==> src/rtl/ddr_wm_pkg.sv <==
// Shared types and helpers for the write-burst byte-mask generator.
// Assumes a 3-bit CAS latency setting; the legal range is CL_MIN..CL_MAX.
package ddr_wm_pkg;

    localparam int CL_MIN = 2;
    localparam int CL_MAX = 5;

    typedef logic [2:0] cl_t;

    typedef enum logic [1:0] {
        SEQ_IDLE = 2'd0,
        SEQ_WAIT = 2'd1,
        SEQ_BEAT = 2'd2
    } seq_state_t;

    // Write latency from a CAS latency, with the CAS latency clamped to its legal range
    function automatic cl_t wl_from_cl(input cl_t cl);
        if (cl < cl_t'(CL_MIN))
            return cl_t'(CL_MIN - 1);
        else if (cl > cl_t'(CL_MAX))
            return cl_t'(CL_MAX - 1);
        else
            return cl - cl_t'(1);
    endfunction

endpackage

==> src/rtl/wm_burst_seq.sv <==
// Burst sequencer: after start, waits wl cycles (counted so that beat 0
// lands wl cycles after the start cycle), then steps through BURST beats.
// Assumes wl >= 1; a wl of 0 is treated as 1.
module wm_burst_seq
    import ddr_wm_pkg::*;
#(
    parameter int BURST = 8,
    parameter int WL_W  = 3
) (
    input  logic                     clk,
    input  logic                     rst_n,
    input  logic                     start,
    input  logic [WL_W-1:0]          wl,
    output logic                     busy,
    output logic                     beat_valid,
    output logic [$clog2(BURST)-1:0] beat_idx,
    output logic                     beat_last
);

    localparam int IDX_W = $clog2(BURST);
    localparam logic [IDX_W-1:0] LAST_IDX = IDX_W'(BURST - 1);

    seq_state_t       state;
    logic [WL_W-1:0]  wait_cnt;
    logic [IDX_W-1:0] idx;

    // State, latency countdown and beat index
    always_ff @(posedge clk) begin
        if (!rst_n) begin
            state    <= SEQ_IDLE;
            wait_cnt <= '0;
            idx      <= '0;
        end else begin
            case (state)
                SEQ_IDLE: begin
                    if (start) begin
                        idx      <= '0;
                        wait_cnt <= wl - WL_W'(1);
                        state    <= (wl <= WL_W'(1)) ? SEQ_BEAT : SEQ_WAIT;
                    end
                end
                SEQ_WAIT: begin
                    if (wait_cnt <= WL_W'(1))
                        state <= SEQ_BEAT;
                    else
                        wait_cnt <= wait_cnt - WL_W'(1);
                end
                SEQ_BEAT: begin
                    if (idx == LAST_IDX)
                        state <= SEQ_IDLE;
                    else
                        idx <= idx + IDX_W'(1);
                end
                default: state <= SEQ_IDLE;
            endcase
        end
    end

    // Status decode
    always_comb begin
        busy       = (state != SEQ_IDLE);
        beat_valid = (state == SEQ_BEAT);
        beat_idx   = idx;
        beat_last  = (state == SEQ_BEAT) && (idx == LAST_IDX);
    end

endmodule

==> src/rtl/wm_lane_mask.sv <==
// One byte lane: builds the lane's mask bit and data byte for the current beat.
// UPPER marks a lane that a 16-bit device does not use.
module wm_lane_mask #(
    parameter int LANE_W = 8,
    parameter bit UPPER  = 1'b0
) (
    input  logic              beat_on,
    input  logic              mode_x16,
    input  logic              lane_en,
    input  logic [LANE_W-1:0] din,
    output logic              dqm,
    output logic [LANE_W-1:0] dout
);

    logic lane_used;

    generate
        if (UPPER) begin : g_upper
            // Upper lane: absent on a 16-bit device
            always_comb lane_used = !mode_x16;
        end else begin : g_lower
            // Lower lane: always present
            always_comb begin
                lane_used = 1'b1;
            end
            logic unused_mode;
            assign unused_mode = mode_x16;
        end
    endgenerate

    // Mask is active high; data passes only on a live beat of a used lane
    always_comb begin
        dqm  = !(beat_on && lane_used && lane_en);
        dout = (beat_on && lane_used) ? din : '0;
    end

endmodule

==> src/rtl/ddr_wm_gen.sv <==
// Write-burst byte-mask generator top. Captures a request of 1..BURST words
// with per-byte enables, then emits a fixed BURST-beat stream of data and
// active-high DQM starting at write latency (CAS latency - 1).
// Assumes DATA_W is a multiple of 8 with an even number of lanes.
module ddr_wm_gen
    import ddr_wm_pkg::*;
#(
    parameter int DATA_W = 32,
    parameter int BURST  = 8
) (
    input  logic                          clk,
    input  logic                          rst_n,
    input  logic                          req_valid,
    input  logic [$clog2(BURST)-1:0]      req_len,
    input  logic [BURST*DATA_W-1:0]       req_data,
    input  logic [BURST*(DATA_W/8)-1:0]   req_be,
    input  logic                          mode_x16,
    input  logic [2:0]                    cas_lat,
    output logic                          busy,
    output logic                          beat_valid,
    output logic [DATA_W-1:0]             beat_data,
    output logic [DATA_W/8-1:0]           beat_dqm,
    output logic                          burst_last
);

    localparam int NB    = DATA_W / 8;
    localparam int IDX_W = $clog2(BURST);

    logic                    accept;
    cl_t                     wl_eff;
    logic [BURST*DATA_W-1:0] data_q;
    logic [BURST*NB-1:0]     be_q;
    logic [IDX_W-1:0]        len_q;
    logic                    mode_q;
    logic [IDX_W-1:0]        beat_idx;
    logic                    beat_on;
    logic [DATA_W-1:0]       cur_word;
    logic [NB-1:0]           cur_be;

    // Acceptance and latency selection
    always_comb begin
        accept = req_valid && !busy;
        wl_eff = wl_from_cl(cas_lat);
    end

    // Request capture at acceptance
    always_ff @(posedge clk) begin
        if (!rst_n) begin
            data_q <= '0;
            be_q   <= '0;
            len_q  <= '0;
            mode_q <= 1'b0;
        end else if (accept) begin
            data_q <= req_data;
            be_q   <= req_be;
            len_q  <= req_len;
            mode_q <= mode_x16;
        end
    end

    wm_burst_seq #(
        .BURST (BURST),
        .WL_W  (3)
    ) u_seq (
        .clk        (clk),
        .rst_n      (rst_n),
        .start      (accept),
        .wl         (wl_eff),
        .busy       (busy),
        .beat_valid (beat_valid),
        .beat_idx   (beat_idx),
        .beat_last  (burst_last)
    );

    // Current word, enables and length gate
    always_comb begin
        cur_word = data_q[beat_idx*DATA_W +: DATA_W];
        cur_be   = be_q[beat_idx*NB +: NB];
        beat_on  = beat_valid && (beat_idx <= len_q);
    end

    for (genvar ln = 0; ln < NB; ln++) begin : g_lane
        wm_lane_mask #(
            .LANE_W (8),
            .UPPER  (ln >= NB/2)
        ) u_lane (
            .beat_on  (beat_on),
            .mode_x16 (mode_q),
            .lane_en  (cur_be[ln]),
            .din      (cur_word[ln*8 +: 8]),
            .dqm      (beat_dqm[ln]),
            .dout     (beat_data[ln*8 +: 8])
        );
    end

endmodule

==> config.mk <==
export PLATFORM = sky130hd
export DESIGN_NAME = ddr_wm_gen
export DESIGN_NICKNAME = d
export VERILOG_FILES = /design/src/rtl/ddr_wm_pkg.sv /design/src/rtl/wm_burst_seq.sv /design/src/rtl/wm_lane_mask.sv /design/src/rtl/ddr_wm_gen.sv
export SDC_FILE = /design/constraint.sdc
export NUM_CORES = 1
export LEC_CHECK = 0
export CAP_MARGIN = 20
export CORE_MARGIN = 2
export CORE_UTILIZATION = 35
export CTS_CLUSTER_DIAMETER = 50
export DETAILED_ROUTE_END_ITERATION = 12
export GPL_ROUTABILITY_DRIVEN = 0
export SYNTH_ARGS = -nofsm -noshare
export SYNTH_HDL_FRONTEND = slang
export SYNTH_SLANG_ARGS = --single-unit
==> constraint.sdc <==
create_clock -name clk -period 3.8 [get_ports clk]
set_input_delay 0.76 -clock clk [delete_from_list [all_inputs] [get_ports clk]]
set_output_delay 0.76 -clock clk [all_outputs]
set_load 0.01 [all_outputs]
==> qor.yml <==
r2r_cells: 7
htreeDepth: 2
critPathCaptureType: "output pin"
dieArea_mm2: 0.0411
grtUsageTotal_pct: 21.0
fin_tns_setup_ns: 0
skew_ns: 0.00809
hold_path_depth: 2
pwr-share-comb_pct: 18.4
finalWirelength_mm: 44.4
swShare_pct: 27.2
yosysWarningCount: 0
drtIter0Drc: 691
design.core.area_mm2: 0.0388
fin_cells: 2337
grt-ovfl-total: 0
clk_latency_ns: 0.51
ctsHoldBuffers: 0
synth_edf_count: 0
fin_total_pwr_mw: 8.56
hold_path_end: "data_q[87]$_SDFFE_PN0P_"
ys_ff_latch: 300
status: "finished clean"
wire_per_inst_um: 19.0
powerDensity_mw_per_mm2: 459
io_buffer_count: 336
clock-sinks: 300
dp.cells: 2264
clockRootBuffer: "clkbuf_16"
start_kind: "flop"
syn_inst: 1525
irDropWorstVdd_mv: 0.258
cp.required_ns: 3.04
holdCritPathClass: "flop to flop"
start_util_pct: 35.6
synth_top_family_by_area: "simple AND/OR/NAND/NOR gates"
fin_util_pct: 48.0
setup_ws_ns: 0.103
yosys.cell_types.count: 39
max_freq_ghz: 0.271
clkPwrFrac_pct: 39.8
wl_met3_mm: 2.95
met1Wirelength_mm: 18.3
seqPwrFrac_pct: 41.7
synth_fa_ha_area_share_pct: 0.815
grt_pass1_vias: 11825
viasPerCell: 4.93
ios: 337
p_int_mw: 6.23
hold_path.startpoint: "data_q[87]$_SDFFE_PN0P_"
synth-compound-area-share_pct: 17.0
cap_viol_max_count: 0
cp.arrival_ns: 2.94
synthXorXnorAreaFrac_pct: 0.127
final_nets: 2097
netlist_area_mm2: 0.0138
die_w_um: 203
rows: 72
rsz0062_at_grt: "false"
dr.pass1.iters: 5
fin_crit_sh_pct: 97.3
cts_tree: "built"
hpwl_mm: 30.9
drc_errors: 0
syn_nets: 1832
vias: 11532
setup_viol_count_final: 0
drive_gt1_share_pct: 9.08
r2r_slack_ns: 1.75
period_needed_ns: 3.70
clk_pin_slew_ns: 0.06
path_class: "flop to output pin"
ys.flop_type: "dfxtp_1"
maxSlewHeadroom_pct: 42.2
reg2reg_to: "u_seq.beat_idx[2]$_SDFFE_PN0P_"
crit_path_max_fanout: 7
cts_max_path_buffers: 3
synth-async-reset-ratio_pct: 0
areaGrowthSynthToFinish_pct: 34.9
antenna_found_initial: 8
synth.mux.area_fraction_pct: 14.5
crit-reg2reg-launch: "u_seq.beat_idx[0]$_SDFFE_PN0P_"
finalHoldViolCount: 0
pre_cts_ws_ns: 0.389
worst_slew_pin_slew_ns: 0.867
nFillCells: 3760
slew_violations: 0
grt_first_pass_wirelength_mm: 67.1
p_switching_mw: 2.33
maxUsedRoutingLayer: "met5"
die-height_um: 203
synthSimpleGateAreaFrac_pct: 18.4
numCtsBuffers: 37
seq_area_frac_synth_pct: 43.5
ant_nets: 0
p_leak_nw: 6.68
met2_length_mm: 22.4
grt_max_degree: 155
syn_area_per_cell_um2: 9.06
sequential cells by signal (all words and copies together) (netlist names):
| name | cells |
|---|---|
| be_q | 32 |
| u_seq.wait_cnt | 3 |
| mode_q | 1 |
| len_q | 3 |
| u_seq.beat_idx | 3 |
| u_seq.state | 2 |
| data_q | 256 |
cells by family after synthesis:
group	count (synthesis)
DFF	300
muxes	110
adders and majority gates	9
xor gates and xnor gates	2
and+or+nand+nor	648
buffers and inverters	143
AOI/OAI and AO/OA	313
per-stage QoR:
stage / hold WS [ns] / instance area (µm²)
floorplan: 0.432 / 13800
global placement: 0.437 / 17300
detailed placement: 0.443 / 17300
CTS: 0.451 / 18600
global route: 0.461 / 18600
finish: 0.448 / 18600
what timing repair did:
| action | CTS | global route |
|---|---|---|
| buffers inserted | 3 | 0 |
| pin swaps | 1 | 0 |
| endpoints found under the setup margin | 17 | 9 |
| cloned | 1 | 1 |
| gates resized for setup | 5 | 3 |
cell usage after synthesis (all sizes together), types with 2 or more instances:
| master | instances | area, µm² |
|---|---|---|
| nand2 | 588 | 2210 |
| dfxtp | 300 | 6010 |
| a21boi | 293 | 2200 |
| buf | 88 | 582 |
| mux4 | 72 | 1620 |
| clkbuf | 43 | 165 |
| mux2i | 38 | 380 |
| nor3 | 33 | 165 |
| inv | 12 | 45.0 |
| ha | 9 | 113 |
| nor2 | 7 | 26.3 |
| a21oi | 4 | 20.0 |
| nand2b | 4 | 32.5 |
| nor2b | 4 | 25.0 |
| o21ai | 4 | 20.0 |
| or3 | 4 | 25.0 |
| nor3b | 3 | 33.8 |
| a22oi | 2 | 15.0 |
| a31oi | 2 | 12.5 |
| and2 | 2 | 12.5 |
| o22ai | 2 | 12.5 |
routing by layer:
metal  track usage, %  vias to the layer above
li1                 -                     5671
met3             5.20                       55
met5                0                        -
met2             37.9                      301
met4             4.28                       12
met1             25.1                     5493
critical path, cell delays in order (launching register included):
cell and delay (ns):
dfxtp_1 0.33, inv_1 0.05, ha_1 0.38, nor2b_1 0.18, o21ai_2 0.25, a32oi_4 0.16, buf_12 0.20, or3_1 0.40
clkdlybuf4s50_1 0.49
how the worst max path moves through the flow:
stage	from	end
after floorplan	u_seq.beat_idx[0]$_SDFFE_PN0P_	beat_data[16]
after global placement	len_q[1]$_SDFFE_PN0P_	beat_data[16]
after detailed placement	len_q[1]$_SDFFE_PN0P_	beat_data[16]
after CTS	u_seq.beat_idx[0]$_SDFFE_PN0P_	beat_data[15]
after global routing	len_q[1]$_SDFFE_PN0P_	beat_data[18]
final	len_q[1]$_SDFFE_PN0P_	beat_dqm[3]
layout make-up:
cell class,count,area [µm²],share of cell area (%)
inverters,12,45.0,0.242
diodes,2,5.00,0.0268
multi-input cells,1083,7070,37.9
clock buffers,50,1070,5.72
clock inverters,16,124,0.664
flip-flops and latches,300,6010,32.3
repair buffers,356,3670,19.7
well taps,518,648,3.48
layout by cell type (no fill, tap or decap), types with 2 or more instances in the layout:
| cell type | n |
|---|---|
| nand2_1 | 587 |
| clkdlybuf4s50_1 | 333 |
| dfxtp_1 | 297 |
| a21boi_1 | 147 |
| a21boi_0 | 146 |
| mux4_2 | 72 |
| clkbuf_16 | 40 |
| mux2i_1 | 38 |
| nor3_1 | 31 |
| inv_1 | 12 |
| ha_1 | 9 |
| clkinv_2 | 9 |
| buf_12 | 9 |
| buf_4 | 8 |
| nor2_1 | 7 |
| clkbuf_1 | 6 |
| clkbuf_8 | 5 |
| a21oi_1 | 4 |
| nor2b_1 | 4 |
| or3_1 | 4 |
| nand2b_1 | 3 |
| o21ai_0 | 3 |
| clkinvlp_4 | 3 |
| diode_2 | 2 |
| nor3_2 | 2 |
| and2_1 | 2 |
| nor3b_1 | 2 |
| a22oi_1 | 2 |
| a31oi_1 | 2 |
| o22ai_1 | 2 |
| inv_6 | 2 |
| buf_6 | 2 |
| dlymetal6s2s_1 | 2 |
| dfxtp_4 | 2 |
power groups by stage:
stage | registers (mW) | clock network (mW) | logic (mW)
detailed placement | 3.64 | 0 | 1.56
global route | 3.60 | 3.62 | 1.74
global placement | 3.63 | 0 | 1.54
floorplan | 3.58 | 0 | 0.964
CTS | 3.57 | 3.49 | 1.60
finish | 3.57 | 3.41 | 1.58
Note: power is estimated with default switching activity, not from simulation.
